`src/rtl/trim_prog_pkg.sv`:
```
package trim_prog_pkg;

  localparam int NREG = 5;

  typedef enum logic [2:0] {
    ST_WAIT,
    ST_MODE,
    ST_MODE_END,
    ST_REG,
    ST_ADDR,
    ST_SPENT,
    ST_FAULT
  } prog_state_e;

  typedef enum logic [1:0] {
    MODE_NONE,
    MODE_BURN,
    MODE_TRIAL
  } prog_mode_e;

  // width of register slot idx (0-based); slot 3 is the empty register
  function automatic int reg_width(int idx, int w1, int w2, int w3, int w5);
    case (idx)
      0:       return w1;
      1:       return w2;
      2:       return w3;
      4:       return w5;
      default: return 0;
    endcase
  endfunction

  function automatic logic [31:0] code_limit(int w);
    return (32'd1 << w) - 32'd1;
  endfunction

  function automatic logic single_bit(logic [31:0] v);
    return (v != 32'd0) && ((v & (v - 32'd1)) == 32'd0);
  endfunction

  function automatic logic [4:0] bit_index(logic [31:0] v);
    logic [4:0] idx;
    idx = '0;
    for (int i = 0; i < 32; i++) begin
      if (v[i]) idx = 5'(i);
    end
    return idx;
  endfunction

endpackage

```
`src/rtl/trim_key_counter.sv`:
```
module trim_key_counter #(
  parameter int KEY_W = 3
) (
  input  logic             clk,
  input  logic             rst_n,
  input  logic             clear_i,
  input  logic             step_i,
  output logic [KEY_W-1:0] count_o
);

  localparam logic [KEY_W-1:0] TOP = '1;

  always_ff @(posedge clk) begin
    if (!rst_n || clear_i) begin
      count_o <= '0;
    end else if (step_i && count_o != TOP) begin
      count_o <= count_o + 1'b1;
    end
  end

endmodule

```
`src/rtl/trim_reg_bank.sv`:
```
module trim_reg_bank
  import trim_prog_pkg::*;
#(
  parameter int W1    = 9,
  parameter int W2    = 9,
  parameter int W3    = 5,
  parameter int W5    = 10,
  parameter int MAXW  = 10,
  parameter int KEY_W = 3
) (
  input  logic                       clk,
  input  logic                       rst_n,
  input  logic [NREG-1:0][MAXW-1:0]  fuse_i,
  input  logic                       wr_en_i,
  input  logic [KEY_W-1:0]           wr_key_i,
  input  logic [MAXW-1:0]            wr_val_i,
  output logic [NREG-1:0][MAXW-1:0]  val_o
);

  for (genvar g = 0; g < NREG; g++) begin : g_slot
    localparam int              SW   = reg_width(g, W1, W2, W3, W5);
    localparam logic [MAXW-1:0] MASK = MAXW'(code_limit(SW));
    logic [MAXW-1:0] slot_q;

    always_ff @(posedge clk) begin
      if (!rst_n) begin
        slot_q <= fuse_i[g] & MASK;
      end else if (wr_en_i && wr_key_i == KEY_W'(g + 1)) begin
        slot_q <= wr_val_i & MASK;
      end
    end

    assign val_o[g] = slot_q;
  end

endmodule

```
`src/rtl/trim_prog_fsm.sv`:
```
module trim_prog_fsm
  import trim_prog_pkg::*;
#(
  parameter int W1    = 9,
  parameter int W2    = 9,
  parameter int W3    = 5,
  parameter int W5    = 10,
  parameter int MAXW  = 10,
  parameter int KEY_W = 3,
  parameter int BW    = 4
) (
  input  logic                      clk,
  input  logic                      rst_n,
  input  logic                      mid_i,
  input  logic                      high_i,
  input  logic                      locked_i,
  input  logic [KEY_W-1:0]          key_cnt_i,
  input  logic [NREG-1:0][MAXW-1:0] reg_vals_i,
  output logic                      key_clear_o,
  output logic                      key_step_o,
  output logic                      wr_en_o,
  output logic [KEY_W-1:0]          wr_key_o,
  output logic [MAXW-1:0]           wr_val_o,
  output logic                      blow_strobe_o,
  output logic [KEY_W-1:0]          blow_key_o,
  output logic [BW-1:0]             blow_bit_o,
  output logic                      reject_o,
  output logic                      fault_o,
  output logic                      addr_active_o
);

  prog_state_e     state_q, state_d;
  prog_mode_e      mode_q, mode_d;
  logic [KEY_W-1:0] sel_q, sel_d;
  logic [MAXW-1:0] code_q, code_d;
  logic [MAXW-1:0] base_q, base_d;
  logic            burn_d, rej_d;

  // named events: high wins over medium, both gated by lock
  logic ev_high, ev_mid;
  assign ev_high = high_i && !locked_i;
  assign ev_mid  = mid_i && !high_i && !locked_i;

  logic [MAXW-1:0] sel_limit;
  logic [MAXW-1:0] code_next;
  logic [MAXW-1:0] entry_val;
  logic            key_valid;

  always_comb begin
    sel_limit = MAXW'(code_limit(reg_width(int'(sel_q) - 1, W1, W2, W3, W5)));
    code_next = (code_q == sel_limit) ? code_q : code_q + 1'b1;
    entry_val = '0;
    for (int i = 0; i < NREG; i++) begin
      if (key_cnt_i == KEY_W'(i + 1)) entry_val = reg_vals_i[i];
    end
    key_valid = (key_cnt_i != '0) && (int'(key_cnt_i) <= NREG);
  end

  always_comb begin
    state_d     = state_q;
    mode_d      = mode_q;
    sel_d       = sel_q;
    code_d      = code_q;
    base_d      = base_q;
    key_clear_o = 1'b0;
    key_step_o  = 1'b0;
    wr_en_o     = 1'b0;
    wr_key_o    = sel_q;
    wr_val_o    = base_q | code_next;
    burn_d      = 1'b0;
    rej_d       = 1'b0;
    case (state_q)
      ST_WAIT: begin
        if (ev_high) begin
          state_d     = ST_MODE;
          key_clear_o = 1'b1;
        end
      end
      ST_MODE: begin
        if (ev_high) begin
          if (key_cnt_i == KEY_W'(1)) begin
            mode_d  = MODE_BURN;
            state_d = ST_MODE_END;
          end else if (key_cnt_i == KEY_W'(2)) begin
            mode_d  = MODE_TRIAL;
            state_d = ST_MODE_END;
          end else begin
            state_d = ST_FAULT;
          end
        end else if (ev_mid) begin
          key_step_o = 1'b1;
        end
      end
      ST_MODE_END: begin
        if (ev_high) begin
          state_d     = ST_REG;
          key_clear_o = 1'b1;
        end
      end
      ST_REG: begin
        if (ev_high) begin
          if (key_valid) begin
            state_d = ST_ADDR;
            sel_d   = key_cnt_i;
            code_d  = '0;
            base_d  = entry_val;
          end else begin
            state_d = ST_FAULT;
          end
        end else if (ev_mid) begin
          key_step_o = 1'b1;
        end
      end
      ST_ADDR: begin
        if (ev_high) begin
          if (mode_q == MODE_TRIAL) begin
            state_d     = ST_REG;
            key_clear_o = 1'b1;
          end else begin
            state_d = ST_SPENT;
            if (single_bit(32'(code_q))) burn_d = 1'b1;
            else                         rej_d  = 1'b1;
          end
        end else if (ev_mid) begin
          code_d  = code_next;
          wr_en_o = 1'b1;
        end
      end
      default: ;
    endcase
  end

  always_ff @(posedge clk) begin
    if (!rst_n) begin
      state_q       <= ST_WAIT;
      mode_q        <= MODE_NONE;
      sel_q         <= '0;
      code_q        <= '0;
      base_q        <= '0;
      blow_strobe_o <= 1'b0;
      blow_key_o    <= '0;
      blow_bit_o    <= '0;
      reject_o      <= 1'b0;
    end else begin
      state_q       <= state_d;
      mode_q        <= mode_d;
      sel_q         <= sel_d;
      code_q        <= code_d;
      base_q        <= base_d;
      blow_strobe_o <= burn_d;
      reject_o      <= rej_d;
      if (burn_d) begin
        blow_key_o <= sel_q;
        blow_bit_o <= BW'(bit_index(32'(code_q)));
      end
    end
  end

  assign fault_o       = (state_q == ST_FAULT);
  assign addr_active_o = (state_q == ST_ADDR);

endmodule

```
`src/rtl/trim_prog_top.sv`:
```
module trim_prog_top
  import trim_prog_pkg::*;
#(
  parameter int W1       = 9,
  parameter int W2       = 9,
  parameter int W3       = 5,
  parameter int W5       = 10,
  parameter int KEY_W    = 3,
  parameter int LOCK_BIT = 9,
  parameter int CAL_BIT  = 4,
  parameter int MAXW     = (W1 > W2 ? (W1 > W3 ? (W1 > W5 ? W1 : W5) : (W3 > W5 ? W3 : W5))
                                    : (W2 > W3 ? (W2 > W5 ? W2 : W5) : (W3 > W5 ? W3 : W5))),
  parameter int BW       = $clog2(MAXW)
) (
  input  logic             clk,
  input  logic             rst_n,
  input  logic             mid_pulse_i,
  input  logic             high_pulse_i,
  input  logic [W1-1:0]    fuse_sens_i,
  input  logic [W2-1:0]    fuse_duty_i,
  input  logic [W3-1:0]    fuse_freq_i,
  input  logic [W5-1:0]    fuse_ctl_i,
  output logic [W1-1:0]    trim_sens_o,
  output logic [W2-1:0]    trim_duty_o,
  output logic [W3-1:0]    trim_freq_o,
  output logic [W5-1:0]    trim_ctl_o,
  output logic             cal_en_o,
  output logic             locked_o,
  output logic             blow_strobe_o,
  output logic [KEY_W-1:0] blow_key_o,
  output logic [BW-1:0]    blow_bit_o,
  output logic             blow_reject_o,
  output logic             prog_error_o
);

  logic [NREG-1:0][MAXW-1:0] fuse_arr;
  logic [NREG-1:0][MAXW-1:0] vals;
  logic [KEY_W-1:0]          key_cnt;
  logic                      key_clear, key_step;
  logic                      wr_en;
  logic [KEY_W-1:0]          wr_key;
  logic [MAXW-1:0]           wr_val;
  logic                      addr_active;
  logic                      lock_q;
  logic                      bank_unused;

  assign fuse_arr[0] = MAXW'(fuse_sens_i);
  assign fuse_arr[1] = MAXW'(fuse_duty_i);
  assign fuse_arr[2] = MAXW'(fuse_freq_i);
  assign fuse_arr[3] = '0;
  assign fuse_arr[4] = MAXW'(fuse_ctl_i);

  // lock is taken from the fuse only, never from a trial value
  always_ff @(posedge clk) begin
    if (!rst_n) lock_q <= fuse_ctl_i[LOCK_BIT];
  end

  trim_key_counter #(.KEY_W(KEY_W)) key_i (
    .clk     (clk),
    .rst_n   (rst_n),
    .clear_i (key_clear),
    .step_i  (key_step),
    .count_o (key_cnt)
  );

  trim_reg_bank #(
    .W1(W1), .W2(W2), .W3(W3), .W5(W5), .MAXW(MAXW), .KEY_W(KEY_W)
  ) bank_i (
    .clk      (clk),
    .rst_n    (rst_n),
    .fuse_i   (fuse_arr),
    .wr_en_i  (wr_en),
    .wr_key_i (wr_key),
    .wr_val_i (wr_val),
    .val_o    (vals)
  );

  trim_prog_fsm #(
    .W1(W1), .W2(W2), .W3(W3), .W5(W5), .MAXW(MAXW), .KEY_W(KEY_W), .BW(BW)
  ) fsm_i (
    .clk           (clk),
    .rst_n         (rst_n),
    .mid_i         (mid_pulse_i),
    .high_i        (high_pulse_i),
    .locked_i      (lock_q),
    .key_cnt_i     (key_cnt),
    .reg_vals_i    (vals),
    .key_clear_o   (key_clear),
    .key_step_o    (key_step),
    .wr_en_o       (wr_en),
    .wr_key_o      (wr_key),
    .wr_val_o      (wr_val),
    .blow_strobe_o (blow_strobe_o),
    .blow_key_o    (blow_key_o),
    .blow_bit_o    (blow_bit_o),
    .reject_o      (blow_reject_o),
    .fault_o       (prog_error_o),
    .addr_active_o (addr_active)
  );

  assign trim_sens_o = vals[0][W1-1:0];
  assign trim_duty_o = vals[1][W2-1:0];
  assign trim_freq_o = vals[2][W3-1:0];
  assign trim_ctl_o  = vals[4][W5-1:0];
  assign cal_en_o    = vals[4][CAL_BIT];
  assign locked_o    = lock_q;
  assign bank_unused = ^vals;

endmodule

```
`config.mk`:
```
export PLATFORM = sky130hd
export DESIGN_NAME = trim_prog_top
export DESIGN_NICKNAME = d
export VERILOG_FILES = /design/src/rtl/trim_prog_pkg.sv /design/src/rtl/trim_key_counter.sv /design/src/rtl/trim_reg_bank.sv /design/src/rtl/trim_prog_fsm.sv /design/src/rtl/trim_prog_top.sv
export SDC_FILE = /design/constraint.sdc
export NUM_CORES = 1
export LEC_CHECK = 0
export BUFFER_PORTS_ARGS = -buffer_cell sky130_fd_sc_hd__clkbuf_2
export CORE_MARGIN = 1.5
export CORE_UTILIZATION = 44
export DETAILED_ROUTE_END_ITERATION = 16
export PLACE_DENSITY = 0.69
export SETUP_SLACK_MARGIN = 0.05
export SLEW_MARGIN = 20
export SYNTH_ARGS = -nofsm -noshare
export SYNTH_HDL_FRONTEND = slang
export SYNTH_HIERARCHICAL = 1
export SYNTH_SLANG_ARGS = --single-unit
```
`constraint.sdc`:
```
create_clock -name clk -period 4.56 [get_ports clk]
set_input_delay 0.912 -clock clk [delete_from_list [all_inputs] [get_ports clk]]
set_output_delay 0.912 -clock clk [all_outputs]
set_load 0.03 [all_outputs]
```
==> report_table.html, run 1 <==
<table>
<tr><th>Metric</th><th>Value</th></tr>
<tr><th colspan="2">Outcome</th></tr>
<tr><td>Run status</td><td>completed</td></tr>
<tr><th colspan="2">Global routing</th></tr>
<tr><td>Aggregate global-route resource usage</td><td>between 20% and 30%</td></tr>
<tr><td>Largest net degree at the start of global routing</td><td>52</td></tr>
<tr><td>Global-route wire length before repair</td><td>about 17,000 um</td></tr>
<tr><td>Antenna violations before repair</td><td>0</td></tr>
<tr><td>Leftover overflow at the end of global routing</td><td>0</td></tr>
<tr><td>Vias in the first global route</td><td>between 3,000 and 4,000</td></tr>
<tr><th colspan="2">Setup path</th></tr>
<tr><td>Path depth of the worst reg2reg path</td><td>8</td></tr>
<tr><td>Crit path launch type</td><td>flop</td></tr>
<tr><td>Termination of the worst setup path</td><td>bank_i/g_slot[2].slot_q[1]</td></tr>
<tr><td>Worst endpoint data arrival time</td><td>approximately 2700 ps</td></tr>
<tr><td>Category of the critical setup timing path</td><td>reg -&gt; reg</td></tr>
<tr><td>Req. time, crit path</td><td>4640 ps</td></tr>
<tr><td>Worst-path cell chain</td><td>nand3_1 -&gt; nor4_1 -&gt; a211oi_4 -&gt; nor2_1 -&gt; mux2i_1 -&gt; nand2b_1 -&gt; nand2_1 -&gt; o21ai_1</td></tr>
<tr><td>Peak per-stage delay on the critical path</td><td>roughly 590 ps</td></tr>
<tr><td>Reg-to-reg critical path endpoint</td><td>bank_i/g_slot[2].slot_q[1]</td></tr>
<tr><td>Delay-heaviest family, CP</td><td>simple AND/OR/NAND/NOR gates</td></tr>
<tr><td>Worst reg2reg setup slack</td><td>1990 ps</td></tr>
<tr><td>Sort of element at the end of the critical path</td><td>flop</td></tr>
<tr><td>Beginning of the worst register-to-register path</td><td>fsm_i/code_q[4]</td></tr>
<tr><td>Critical path origin</td><td>fsm_i/code_q[4]</td></tr>
<tr><td>Slowest stage cell, crit path</td><td>sky130_fd_sc_hd__dfxtp_1</td></tr>
<tr><td>Number of cells on the critical path</td><td>8</td></tr>
<tr><td>Worst-path fanout max</td><td>11</td></tr>
<tr><td>Combined buffer and inverter count along the critical path</td><td>0</td></tr>
<tr><th colspan="2">STA</th></tr>
<tr><td>Period utilisation layout</td><td>56.3%</td></tr>
<tr><td>Max Clock Freq</td><td>just under 400 MHz</td></tr>
<tr><td>Worst rel slew slack</td><td>between 20% and 30%</td></tr>
<tr><td>Maximum clock skew at final layout</td><td>around 10 ps</td></tr>
<tr><td>Final setup slack of the worst path</td><td>roughly 2000 ps</td></tr>
<tr><td>Count of pins over their slew limit</td><td>0</td></tr>
<tr><td>Setup repair after global routing missed its margin</td><td>false</td></tr>
<tr><td>Number of setup violations in the final report</td><td>0</td></tr>
<tr><td>Tmin final</td><td>roughly 2600 ps</td></tr>
<tr><td>Transition at the pin with the smallest max-transition slack</td><td>roughly 1100 ps</td></tr>
<tr><td>Final TNS setup</td><td>0 ps</td></tr>
<tr><td>Final Hold Fails</td><td>0</td></tr>
<tr><th colspan="2">Floorplan</th></tr>
<tr><td>Die area</td><td>between 0.01 and 0.015 mm2</td></tr>
<tr><td>Initial cell density of the core</td><td>between 40 and 50%</td></tr>
<tr><td>DIE WIDTH</td><td>around 100 um</td></tr>
<tr><td>Die height</td><td>just over 100 um</td></tr>
<tr><td>Core outline area</td><td>between 0.009 and 0.01 mm2</td></tr>
<tr><td>Boundary pin count</td><td>~80</td></tr>
<tr><td>Number of rows in the core area</td><td>36</td></tr>
<tr><th colspan="2">Logic synthesis</th></tr>
<tr><td>Mean instance size in the synthesized netlist</td><td>roughly 9 um2</td></tr>
<tr><td>Gate Count Post-Synth</td><td>~470</td></tr>
<tr><td>Synth warn</td><td>6</td></tr>
<tr><td>Synthesized area</td><td>approximately 0.0043 mm2</td></tr>
<tr><th colspan="2">Drt</th></tr>
<tr><td>Drt first pass iters</td><td>5</td></tr>
<tr><td>Total wire length after detailed routing</td><td>10,200 um</td></tr>
<tr><td>DRC violations left</td><td>0</td></tr>
<tr><td>Routed via count</td><td>around 3,600</td></tr>
<tr><td>Number of DRC violations after detailed-routing iteration 0</td><td>around 230</td></tr>
<tr><td>Avg Vias per Cell</td><td>5.30</td></tr>
<tr><td>Antenna-violating nets left</td><td>0</td></tr>
<tr><td>Average wire length per cell after detail routing</td><td>about 15 um</td></tr>
<tr><th colspan="2">Placed design</th></tr>
<tr><td>Post-detailed-placement half-perimeter wirelength</td><td>7280 um</td></tr>
<tr><td>Pre-CTS setup slack</td><td>roughly 1700 ps</td></tr>
<tr><td>Input/output buffers</td><td>between 80 and 90</td></tr>
<tr><td>Final estimated routing congestion in global placement</td><td>0.838</td></tr>
<tr><th colspan="2">Min path</th></tr>
<tr><td>Path type of the worst min-delay path</td><td>reg -&gt; reg</td></tr>
<tr><th colspan="2">Clock network</th></tr>
<tr><td>Buffers inserted by post-CTS timing repair</td><td>0</td></tr>
<tr><td>Later-pin clock latency in the skew report</td><td>about 360 ps</td></tr>
<tr><td>Post-cts gate resize count</td><td>0</td></tr>
<tr><td>Number of buffers added by the clock tree synthesis step</td><td>9</td></tr>
<tr><td>Number of sinks driven by the clock tree</td><td>74</td></tr>
<tr><td>Maximum level of the CTS H-tree</td><td>3</td></tr>
<tr><td>Maximum buffer depth of the clock tree</td><td>2</td></tr>
<tr><td>CTS tree</td><td>yes</td></tr>
<tr><td>Clock slew seen by the registers of the worst setup and hold paths</td><td>roughly 80 ps</td></tr>
<tr><td># hold bufs at CTS</td><td>0</td></tr>
<tr><td>Clock Root Buffer</td><td>sky130_fd_sc_hd__clkbuf_8</td></tr>
<tr><th colspan="2">Power</th></tr>
<tr><td>Pwr/cell area</td><td>slightly below 300 mW/mm2</td></tr>
<tr><td>P_leak</td><td>2.13 nW</td></tr>
<tr><td>Max VDD drop</td><td>0.181 mV</td></tr>
<tr><th colspan="2">Finish</th></tr>
<tr><td>Layout cell share with drive strength beyond 1</td><td>around a quarter</td></tr>
<tr><td>Filler cell count in the final layout</td><td>923</td></tr>
<tr><td>Synth-to-layout area growth</td><td>12.9%</td></tr>
<tr><td>Final-stage net count</td><td>between 500 and 600</td></tr>
<tr><td>Number of diodes added for antenna fixing</td><td>0</td></tr>
<tr><th colspan="2">Run</th></tr>
<tr><td>Max Cap Viol</td><td>0</td></tr>
</table>
## worst min-delay path by stage
stage                        startpoint                  end  slack (ps)  cells after the start
finish              fsm_i/blow_key_o[1]  fsm_i/blow_key_o[1]         480                      2
global route        fsm_i/blow_key_o[2]  fsm_i/blow_key_o[2]         510                      2
floorplan               fsm_i/mode_q[0]      fsm_i/mode_q[0]         440                      2
detailed placement  fsm_i/blow_key_o[1]  fsm_i/blow_key_o[1]         470                      2
CTS                 fsm_i/blow_key_o[1]  fsm_i/blow_key_o[1]         480                      2
global placement        fsm_i/mode_q[0]      fsm_i/mode_q[0]         450                      2
## worst min-delay path: cells and delay by family, from the launching register on
| family | cells | cell delay (ps) |
|---|---|---|
| compound gates | 2 | 120 |
| flops | 1 | 310 |
## metrics by stage
| stage | power (mW) | instance area, um2 | hold slack (ps) | cells | utilization, % |
|---|---|---|---|---|---|
| floorplan | 0.891 | 4400 | 441 | 490 | - |
| global placement | 0.931 | 4710 | 449 | 663 | 48.7 |
| detailed placement | 0.935 | 4710 | 468 | 663 | 48.7 |
| finish | 1.42 | 4900 | 477 | 679 | 50.6 |
| CTS | 1.43 | 4900 | 479 | 679 | 50.6 |
| global route | 1.48 | 4900 | 508 | 679 | 50.6 |
## power breakdown
group | total (mW) | leakage [nW] | internal [mW] | switching [mW]
Combinational | 0.176 | 1.38 | 0.0591 | 0.117
Clock | 0.499 | 0.0872 | 0.252 | 0.246
Sequential | 0.744 | 0.660 | 0.723 | 0.0204
Total | 1.42 | 2.13 | 1.03 | 0.384
## area by class of cell
| cell class | count | area (um2) | area share, % |
|---|---|---|---|
| inverters | 46 | 173 | 3.52 |
| repair buffers | 84 | 428 | 8.73 |
| multi-input cells | 326 | 2130 | 43.4 |
| clock inverters | 5 | 57.6 | 1.17 |
| flip-flops and latches | 74 | 1820 | 37.2 |
| clock buffers | 11 | 131 | 2.68 |
| well taps | 133 | 166 | 3.39 |
## state kept, by name, indices dropped and copies added, names as in the netlist
| signal | count |
|---|---|
| bank_i/g_slot.slot_q | 33 |
| fsm_i/mode_q | 2 |
| key_i/count_o | 3 |
| fsm_i/base_q | 10 |
| fsm_i/code_q | 10 |
| fsm_i/wr_key_o | 3 |
| fsm_i/reject_o | 1 |
| fsm_i/blow_bit_o | 4 |
| fsm_i/state_q | 3 |
| fsm_i/blow_key_o | 3 |
| locked_o | 1 |
| fsm_i/blow_strobe_o | 1 |
## cells in the final DEF (no fill, tap or decap), types with 11 or more instances in the layout
cell type and count:
sky130_fd_sc_hd__nand2_1 24, sky130_fd_sc_hd__a21oi_1 24, sky130_fd_sc_hd__nor2_1 37, sky130_fd_sc_hd__nand2b_1 22
sky130_fd_sc_hd__o21ai_1 26, sky130_fd_sc_hd__edfxtp_1 34, sky130_fd_sc_hd__inv_1 45, sky130_fd_sc_hd__conb_1 17
sky130_fd_sc_hd__o21ai_0 13, sky130_fd_sc_hd__dfxtp_1 40, sky130_fd_sc_hd__nand3_1 11, sky130_fd_sc_hd__o21ai_2 18
sky130_fd_sc_hd__mux2i_1 28, sky130_fd_sc_hd__clkbuf_2 81, sky130_fd_sc_hd__o22ai_1 11
## per-layer routing
metal / part of all wire (%) / vias up / GRT usage [%]
met4: 1.4 / 0 / 8.01
li1: - / 1770 / -
met3: 5.0 / 13 / 3.01
met5: 0 / - / 0
met2: 50 / 105 / 35.5
met1: 44 / 1714 / 27.6
No activity file was read; power rests on OpenSTA's default activity.
==> run 2, diff against run 1 <==
Settings changed: ABC_AREA set to 1.
Clock period 4.56 ns to 2.4 ns, I/O delays scaled along.
==> report_table.html, run 2 <==
<table>
<tr><th>Metric</th><th>Value</th></tr>
<tr><th colspan="2">Setup path</th></tr>
<tr><td>Req. time, crit path</td><td>2500 ps (-2140 ps)</td></tr>
<tr><td>Sort of element at the end of the critical path</td><td>flop</td></tr>
<tr><td>Cell seen most often among critical-path stages</td><td>sky130_fd_sc_hd__nand2_1</td></tr>
<tr><td>Path depth of the worst reg2reg path</td><td>10 (+2)</td></tr>
<tr><td>Reg-to-reg critical path endpoint</td><td>bank_i/g_slot[2].slot_q[4]</td></tr>
<tr><td>Slowest stage cell, crit path</td><td>sky130_fd_sc_hd__dfxtp_1</td></tr>
<tr><td>Crit path launch type</td><td>flop</td></tr>
<tr><td>Beginning of the worst register-to-register path</td><td>fsm_i/code_q[4]</td></tr>
<tr><td>Combined buffer and inverter count along the critical path</td><td>0 (unchanged)</td></tr>
<tr><td>Worst-path cell chain</td><td>nand2_1 -&gt; nor2_4 -&gt; nand2_1 -&gt; nand2_4 -&gt; nand3_4 -&gt; nand2_1 -&gt; nand2_1 -&gt; or2_1 -&gt; nand2_1 -&gt; o21ai_0</td></tr>
<tr><td>Category of the critical setup timing path</td><td>reg -&gt; reg</td></tr>
<tr><td>Delay-heaviest family, CP</td><td>simple AND/OR/NAND/NOR gates</td></tr>
<tr><td>Peak per-stage delay on the critical path</td><td>500 ps (-90 ps)</td></tr>
<tr><td>Worst reg2reg setup slack</td><td>320 ps (-1680 ps)</td></tr>
<tr><td>Worst endpoint data arrival time</td><td>2180 ps (-470 ps)</td></tr>
<tr><td>Worst-path fanout max</td><td>8 (-3)</td></tr>
<tr><th colspan="2">STA</th></tr>
<tr><td>Final Hold Fails</td><td>0 (unchanged)</td></tr>
<tr><td>Number of setup violations in the final report</td><td>0 (unchanged)</td></tr>
<tr><td>Worst rel slew slack</td><td>49.8% (+21 points)</td></tr>
<tr><td>Count of pins over their slew limit</td><td>0 (unchanged)</td></tr>
<tr><td>Maximum clock skew at final layout</td><td>17.6 ps (+7.37 ps)</td></tr>
<tr><td>Setup repair after global routing missed its margin</td><td>false</td></tr>
<tr><td>Final TNS setup</td><td>0 ps (unchanged)</td></tr>
<tr><td>Period utilisation layout</td><td>86.8% (+30 points)</td></tr>
<tr><td>Transition at the pin with the smallest max-transition slack</td><td>751 ps (-313 ps)</td></tr>
<tr><td>Tmin final</td><td>2080 ps (-484 ps)</td></tr>
<tr><td>Max Clock Freq</td><td>480 MHz (+23%)</td></tr>
<tr><th colspan="2">Finish</th></tr>
<tr><td>Area of all placed cells without fillers</td><td>0.00496 mm2 (+1.2%)</td></tr>
<tr><td>Register name with the most flops</td><td>bank_i/g_slot.slot_q</td></tr>
<tr><td>Total area of multi-input combinational cells</td><td>0.00200 mm2 (-5.8%)</td></tr>
<tr><td>Combined flip-flop and latch cell area</td><td>0.00182 mm2 (unchanged)</td></tr>
<tr><td>Top library cells by usage in the layout, fill and taps aside</td><td>126 x sky130_fd_sc_hd__nand2_1, 81 x sky130_fd_sc_hd__clkbuf_2, 72 x sky130_fd_sc_hd__inv_1</td></tr>
<tr><td>Most common library cell in the layout ignoring fill and taps</td><td>sky130_fd_sc_hd__nand2_1</td></tr>
<tr><td>Final-stage net count</td><td>690 (+19%)</td></tr>
<tr><td>Layout cell share with drive strength beyond 1</td><td>22.9% (-2.0 points)</td></tr>
<tr><td>Filler cell count in the final layout</td><td>958 (+3.8%)</td></tr>
<tr><td>Flip-flop count of the largest register after layout</td><td>33 (unchanged)</td></tr>
<tr><td>Largest registers</td><td>bank_i/g_slot.slot_q x33, fsm_i/base_q x10, fsm_i/code_q x10</td></tr>
<tr><td>Number of diodes added for antenna fixing</td><td>0 (unchanged)</td></tr>
<tr><td>Synth-to-layout area growth</td><td>13.6%</td></tr>
<tr><th colspan="2">Drt</th></tr>
<tr><td>Drt first pass iters</td><td>4 (-1)</td></tr>
<tr><td>Avg Vias per Cell</td><td>5.13 (-3.2%)</td></tr>
<tr><td>Average wire length per cell after detail routing</td><td>13.6 um (-9.0%)</td></tr>
<tr><td>DRC violations left</td><td>0 (unchanged)</td></tr>
<tr><td>Number of DRC violations after detailed-routing iteration 0</td><td>222 (-2.2%)</td></tr>
<tr><td>Total wire length after detailed routing</td><td>10,700 um (+5.4%)</td></tr>
<tr><td>Antenna-violating nets left</td><td>0 (unchanged)</td></tr>
<tr><td>Routed via count</td><td>4,040 (+12%)</td></tr>
<tr><th colspan="2">Power</th></tr>
<tr><td>Sw frac</td><td>28.2% (+1.1 points)</td></tr>
<tr><td>Relative contribution of the clock network to total power</td><td>34.8% (-0.3 points)</td></tr>
<tr><td>P_leak</td><td>2.34 nW (+10%)</td></tr>
<tr><td>Total net switching power</td><td>729 uW (+90%)</td></tr>
<tr><td>Pwr/cell area</td><td>521 mW/mm2 (+80%)</td></tr>
<tr><td>Sequential fraction of design power</td><td>54.1% (+1.7 points)</td></tr>
<tr><td>Max VDD drop</td><td>0.279 mV (+54%)</td></tr>
<tr><td>Relative contribution of combinational cells to total power</td><td>11.1% (-1.3 points)</td></tr>
<tr><td>Cell-internal power</td><td>1.86 mW (+79%)</td></tr>
<tr><th colspan="2">Clock network</th></tr>
<tr><td>Number of buffers added by the clock tree synthesis step</td><td>9 (unchanged)</td></tr>
<tr><td>Clock slew seen by the registers of the worst setup and hold paths</td><td>80 ps (about the same)</td></tr>
<tr><td>Clock Root Buffer</td><td>sky130_fd_sc_hd__clkbuf_8</td></tr>
<tr><td>Later-pin clock latency in the skew report</td><td>360 ps (about the same)</td></tr>
<tr><td>Post-cts gate resize count</td><td>0 (unchanged)</td></tr>
<tr><td>CTS tree</td><td>yes</td></tr>
<tr><td># hold bufs at CTS</td><td>0 (unchanged)</td></tr>
<tr><td>Number of sinks driven by the clock tree</td><td>74 (unchanged)</td></tr>
<tr><td>Maximum buffer depth of the clock tree</td><td>2 (unchanged)</td></tr>
<tr><td>Buffers inserted by post-CTS timing repair</td><td>0 (unchanged)</td></tr>
<tr><td>Maximum level of the CTS H-tree</td><td>3 (unchanged)</td></tr>
<tr><th colspan="2">Logic synthesis</th></tr>
<tr><td>Synth warn</td><td>6 (unchanged)</td></tr>
<tr><td>Synthesized area</td><td>0.00437 mm2 (+0.55%)</td></tr>
<tr><td>Gate Count Post-Synth</td><td>571 (+20%)</td></tr>
<tr><td>Mean instance size in the synthesized netlist</td><td>7.65 um2 (-17%)</td></tr>
<tr><th colspan="2">Floorplan</th></tr>
<tr><td>Core outline area</td><td>0.00968 mm2 (unchanged)</td></tr>
<tr><td>Boundary pin count</td><td>82 (unchanged)</td></tr>
<tr><td>Die height</td><td>103 um (+0.26%)</td></tr>
<tr><td>Die area</td><td>0.0105 mm2 (+0.53%)</td></tr>
<tr><td>DIE WIDTH</td><td>103 um (+0.26%)</td></tr>
<tr><td>Initial cell density of the core</td><td>45.1% (+0.25 points)</td></tr>
<tr><td>Number of rows in the core area</td><td>36 (unchanged)</td></tr>
<tr><th colspan="2">Placed design</th></tr>
<tr><td>Final estimated routing congestion in global placement</td><td>0.895 (+6.8%)</td></tr>
<tr><td>Post-detailed-placement half-perimeter wirelength</td><td>8170 um (+12%)</td></tr>
<tr><td>Input/output buffers</td><td>81 (unchanged)</td></tr>
<tr><td>Placed standard-cell area</td><td>0.00479 mm2 (+1.5%)</td></tr>
<tr><th colspan="2">Run</th></tr>
<tr><td>Max Cap Viol</td><td>0 (unchanged)</td></tr>
<tr><th colspan="2">Global routing</th></tr>
<tr><td>Antenna violations before repair</td><td>0 (unchanged)</td></tr>
<tr><td>Global-route wire length before repair</td><td>17,600 um (+3.8%)</td></tr>
<tr><td>Aggregate global-route resource usage</td><td>21.4% (+0.26 points)</td></tr>
<tr><td>Largest net degree at the start of global routing</td><td>28 (-46%)</td></tr>
<tr><td>Vias in the first global route</td><td>3,913 (+11%)</td></tr>
<tr><td>Leftover overflow at the end of global routing</td><td>0 (unchanged)</td></tr>
<tr><th colspan="2">Min path</th></tr>
<tr><td>Number of cells on the worst hold path</td><td>1 (-1)</td></tr>
<tr><td>Launch instance of the worst min-delay path</td><td>fuse_ctl_i[9]</td></tr>
<tr><td>Worst Hold End</td><td>locked_o</td></tr>
<tr><td>Path type of the worst min-delay path</td><td>in -&gt; reg</td></tr>
<tr><th colspan="2">Outcome</th></tr>
<tr><td>Run status</td><td>completed</td></tr>
</table>
-- run 2: worst max-delay path by stage --
stage | endpoint | start | slack, ps | cells after the start
after floorplan | bank_i/g_slot[0].slot_q[0] | locked_o | 500 | 8
after global placement | bank_i/g_slot[2].slot_q[4] | fsm_i/code_q[4] | 380 | 10
after detailed placement | bank_i/g_slot[2].slot_q[4] | fsm_i/code_q[4] | 330 | 10
after CTS | bank_i/g_slot[2].slot_q[4] | fsm_i/code_q[4] | 330 | 10
after global routing | bank_i/g_slot[1].slot_q[8] | fsm_i/code_q[1] | 110 | 11
final | bank_i/g_slot[2].slot_q[4] | fsm_i/code_q[4] | 320 | 10
-- run 2: cell type report --
cell class / count / share of cell area, %
clock inverter: 6 / 0.781
multi-input combinational: 391 / 40.4
inverter: 80 / 6.05
sequential: 74 / 36.7
tap: 133 / 3.35
timing repair buffer: 93 / 9.98
clock buffer: 10 / 2.77
-- run 2: routing by layer --
metal  wire length, um  track usage, %  vias up  share of wire (%)
met3               445            4.07       15                4.1
met1              4680            25.3     1922                 44
met4               140            6.43        0                1.3
met5                 0               0        -                  0
met2              5470            39.2       87                 51
li1                  -               -     2016                  -
-- run 2: through the flow --
stage / cells / setup WS [ps] / total power, mW / hold slack, ps / util, %
after floorplan: 587 / 504 / 1.64 / 427 / -
after global placement: 771 / 376 / 1.71 / 443 / 49.4
after detailed placement: 771 / 332 / 1.72 / 452 / 49.4
after CTS: 787 / 333 / 2.60 / 332 / 51.3
after global routing: 787 / 115 / 2.66 / 334 / 51.3
final: 787 / 317 / 2.59 / 345 / 51.3
-- run 2: power by group through the flow --
stage / Sequential, mW / Clock [mW] / Combinational (mW)
2_1_floorplan: 1.50 / 0 / 0.131
3_3_place_gp: 1.43 / 0 / 0.282
3_5_place_dp: 1.43 / 0 / 0.288
4_1_cts: 1.40 / 0.908 / 0.289
5_1_grt: 1.40 / 0.944 / 0.314
6_report: 1.40 / 0.900 / 0.288
==> run 3, diff against run 2 <==
Settings changed: PLACE_DENSITY 0.69 to 0.66.
==> report_table.html, run 3 (synthesized netlist as in run 2, its figures left out) <==
<table>
<tr><th>Metric</th><th>Value</th></tr>
<tr><th colspan="2">Outcome</th></tr>
<tr><td>Run status</td><td>completed</td></tr>
<tr><th colspan="2">Clock network</th></tr>
<tr><td>Later-pin clock latency in the skew report</td><td>360 ps (about the same)</td></tr>
<tr><td># hold bufs at CTS</td><td>0 (unchanged)</td></tr>
<tr><td>Number of sinks driven by the clock tree</td><td>74 (unchanged)</td></tr>
<tr><td>Post-cts gate resize count</td><td>0 (unchanged)</td></tr>
<tr><td>Buffers inserted by post-CTS timing repair</td><td>0 (unchanged)</td></tr>
<tr><td>Maximum buffer depth of the clock tree</td><td>2 (unchanged)</td></tr>
<tr><td>Clock slew seen by the registers of the worst setup and hold paths</td><td>80 ps (about the same)</td></tr>
<tr><td>Maximum level of the CTS H-tree</td><td>3 (unchanged)</td></tr>
<tr><td>Number of buffers added by the clock tree synthesis step</td><td>9 (unchanged)</td></tr>
<tr><td>Clock Root Buffer</td><td>sky130_fd_sc_hd__clkbuf_8</td></tr>
<tr><td>CTS tree</td><td>yes</td></tr>
<tr><th colspan="2">Finish</th></tr>
<tr><td>Flip-flop count of the largest register after layout</td><td>33 (unchanged)</td></tr>
<tr><td>Layout cell share with drive strength beyond 1</td><td>22.6% (-0.34 points)</td></tr>
<tr><td>Register name with the most flops</td><td>bank_i/g_slot.slot_q</td></tr>
<tr><td>Number of diodes added for antenna fixing</td><td>0 (unchanged)</td></tr>
<tr><td>Final-stage net count</td><td>691 (+0.14%)</td></tr>
<tr><td>Top library cells by usage in the layout, fill and taps aside</td><td>126 x sky130_fd_sc_hd__nand2_1, 81 x sky130_fd_sc_hd__clkbuf_2, 72 x sky130_fd_sc_hd__inv_1</td></tr>
<tr><td>Synth-to-layout area growth</td><td>15.1%</td></tr>
<tr><td>Final non-filler cell total</td><td>788 (+0.13%)</td></tr>
<tr><td>Filler cell count in the final layout</td><td>966 (+0.84%)</td></tr>
<tr><td>Most common library cell in the layout ignoring fill and taps</td><td>sky130_fd_sc_hd__nand2_1</td></tr>
<tr><td>Largest registers</td><td>bank_i/g_slot.slot_q x33, fsm_i/base_q x10, fsm_i/code_q x10</td></tr>
<tr><th colspan="2">Drt</th></tr>
<tr><td>Drt first pass iters</td><td>5 (+1)</td></tr>
<tr><td>Antenna-violating nets left</td><td>0 (unchanged)</td></tr>
<tr><td>Number of DRC violations after detailed-routing iteration 0</td><td>238 (+7.2%)</td></tr>
<tr><td>Avg Vias per Cell</td><td>5.18 (+0.94%)</td></tr>
<tr><td>Routed via count</td><td>4,083 (+1.1%)</td></tr>
<tr><td>Total wire length after detailed routing</td><td>11,200 um (+4.1%)</td></tr>
<tr><td>DRC violations left</td><td>0 (unchanged)</td></tr>
<tr><td>Average wire length per cell after detail routing</td><td>14.2 um (+3.9%)</td></tr>
<tr><th colspan="2">Global routing</th></tr>
<tr><td>Vias in the first global route</td><td>3,958 (+1.2%)</td></tr>
<tr><td>Aggregate global-route resource usage</td><td>22.6% (+1.2 points)</td></tr>
<tr><td>Global-route wire length before repair</td><td>18,100 um (+2.9%)</td></tr>
<tr><td>Leftover overflow at the end of global routing</td><td>0 (unchanged)</td></tr>
<tr><td>Antenna violations before repair</td><td>0 (unchanged)</td></tr>
<tr><td>Largest net degree at the start of global routing</td><td>35 (+25%)</td></tr>
<tr><th colspan="2">STA</th></tr>
<tr><td>Number of setup violations in the final report</td><td>0 (unchanged)</td></tr>
<tr><td>Worst rel slew slack</td><td>46.4% (-3.3 points)</td></tr>
<tr><td>Final TNS setup</td><td>0 ps (unchanged)</td></tr>
<tr><td>Tmin final</td><td>2090 ps (+2.12 ps)</td></tr>
<tr><td>Maximum clock skew at final layout</td><td>9.88 ps (-7.73 ps)</td></tr>
<tr><td>Setup repair after global routing missed its margin</td><td>false</td></tr>
<tr><td>Count of pins over their slew limit</td><td>0 (unchanged)</td></tr>
<tr><td>Transition at the pin with the smallest max-transition slack</td><td>801 ps (+49.7 ps)</td></tr>
<tr><td>Max Clock Freq</td><td>480 MHz (-0.10%)</td></tr>
<tr><td>Final Hold Fails</td><td>0 (unchanged)</td></tr>
<tr><td>Period utilisation layout</td><td>86.9% (+0.088 points)</td></tr>
<tr><th colspan="2">Setup path</th></tr>
<tr><td>Worst-path cell chain</td><td>nand2_1 -&gt; nor2_4 -&gt; nand2_1 -&gt; nand2_4 -&gt; nand3_4 -&gt; nand2_1 -&gt; nand2_1 -&gt; or2_1 -&gt; nand2_1 -&gt; o21ai_0</td></tr>
<tr><td>Worst-path fanout max</td><td>8 (unchanged)</td></tr>
<tr><td>Cell seen most often among critical-path stages</td><td>sky130_fd_sc_hd__nand2_1</td></tr>
<tr><td>Category of the critical setup timing path</td><td>reg -&gt; reg</td></tr>
<tr><td>Peak per-stage delay on the critical path</td><td>490 ps (about the same)</td></tr>
<tr><td>Worst endpoint data arrival time</td><td>2190 ps (about the same)</td></tr>
<tr><td>Req. time, crit path</td><td>2510 ps (about the same)</td></tr>
<tr><td>Sort of element at the end of the critical path</td><td>flop</td></tr>
<tr><td>Beginning of the worst register-to-register path</td><td>fsm_i/code_q[4]</td></tr>
<tr><td>Critical path origin</td><td>fsm_i/code_q[4]</td></tr>
<tr><td>Slowest stage cell, crit path</td><td>sky130_fd_sc_hd__dfxtp_1</td></tr>
<tr><td>Crit path launch type</td><td>flop</td></tr>
<tr><th colspan="2">Floorplan</th></tr>
<tr><td>Core outline area</td><td>0.00968 mm2 (unchanged)</td></tr>
<tr><td>Initial cell density of the core</td><td>45.1% (unchanged)</td></tr>
<tr><td>Number of rows in the core area</td><td>36 (unchanged)</td></tr>
<tr><td>Boundary pin count</td><td>82 (unchanged)</td></tr>
<tr><td>Die height</td><td>103 um (unchanged)</td></tr>
<tr><td>Die area</td><td>0.0105 mm2 (unchanged)</td></tr>
<tr><td>DIE WIDTH</td><td>103 um (unchanged)</td></tr>
<tr><th colspan="2">Min path</th></tr>
<tr><td>Path type of the worst min-delay path</td><td>in -&gt; reg</td></tr>
<tr><td>Launch instance of the worst min-delay path</td><td>fuse_ctl_i[9]</td></tr>
<tr><th colspan="2">Placed design</th></tr>
<tr><td>Input/output buffers</td><td>81 (unchanged)</td></tr>
<tr><td>Post-detailed-placement half-perimeter wirelength</td><td>8260 um (+1.0%)</td></tr>
<tr><td>Placed cell count</td><td>772 (+0.13%)</td></tr>
<tr><td>Final estimated routing congestion in global placement</td><td>0.925 (+3.3%)</td></tr>
<tr><th colspan="2">Run</th></tr>
<tr><td>Max Cap Viol</td><td>0 (unchanged)</td></tr>
<tr><th colspan="2">Power</th></tr>
<tr><td>Max VDD drop</td><td>0.326 mV (+17%)</td></tr>
<tr><td>Pwr/cell area</td><td>573 mW/mm2 (+10%)</td></tr>
<tr><td>P_leak</td><td>2.37 nW (+0.99%)</td></tr>
</table>
==> run 3: changes by cell type in the layout (fill, tap and decap cells not counted) <==
cell,delta
sky130_fd_sc_hd__bufinv_16,+3
sky130_fd_sc_hd__clkbuf_8,-1
sky130_fd_sc_hd__buf_4,+1
sky130_fd_sc_hd__clkinv_4,-1
sky130_fd_sc_hd__inv_4,-1
sky130_fd_sc_hd__clkbuf_1,+3
sky130_fd_sc_hd__clkinv_2,-3
==> run 3: layout make-up <==
| cell class | instances | area [um2] | share of cell area [%] |
|---|---|---|---|
| Clock buffer | 12 | 135 | 2.69 |
| Clock inverter | 4 | 98.8 | 1.97 |
| Inverter | 80 | 300 | 5.97 |
| Multi-Input combinational cell | 391 | 2000 | 39.8 |
| Sequential cell | 74 | 1820 | 36.2 |
| Tap cell | 133 | 166 | 3.31 |
| Timing Repair Buffer | 94 | 503 | 10.0 |
==> run 3: layer usage <==
metal,track usage [%],part of all wire [%]
met5,0,0
met4,10.1,1.8
met3,4.47,5.6
met2,39.3,50
met1,27.0,43
==> run 3: critical path: cells and delay by family, from the launching register on <==
family | cells | cell delay (ps)
and+or+nand+nor | 9 | 1210
DFF | 1 | 490
AOI/OAI and AO/OA | 1 | 140
==> run 3: where the power goes <==
group	internal, mW	total [mW]	switching [mW]
combinational	0.0848	0.291	0.206
sequential	1.37	1.40	0.0299
clock	0.697	1.19	0.496
total	2.15	2.88	0.732
==> run 3: per-stage QoR <==
stage | area [um2] | setup slack [ps] | utilization, % | total power [mW] | hold slack, ps
global placement | 4790 | 385 | 49.5 | 1.71 | 441
detailed placement | 4790 | 321 | 49.5 | 1.72 | 452
global route | 5030 | 123 | 51.9 | 2.98 | 306
finish | 5030 | 315 | 51.9 | 2.88 | 316
CTS | 5030 | 315 | 51.9 | 2.89 | 308
floorplan | 4430 | 504 | - | 1.64 | 427
==> run 3: worst paths after layout <==
| check | depth (start not counted) | slack, ps | endpoint |
|---|---|---|---|
| worst max register to register | 10 | 310 | bank_i/g_slot[4].slot_q[4] |
| worst min register to register | 2 | 460 | fsm_i/mode_q[0] |
| worst min-delay path | 1 | 320 | locked_o |
| worst max-delay path | 10 | 310 | bank_i/g_slot[4].slot_q[4] |
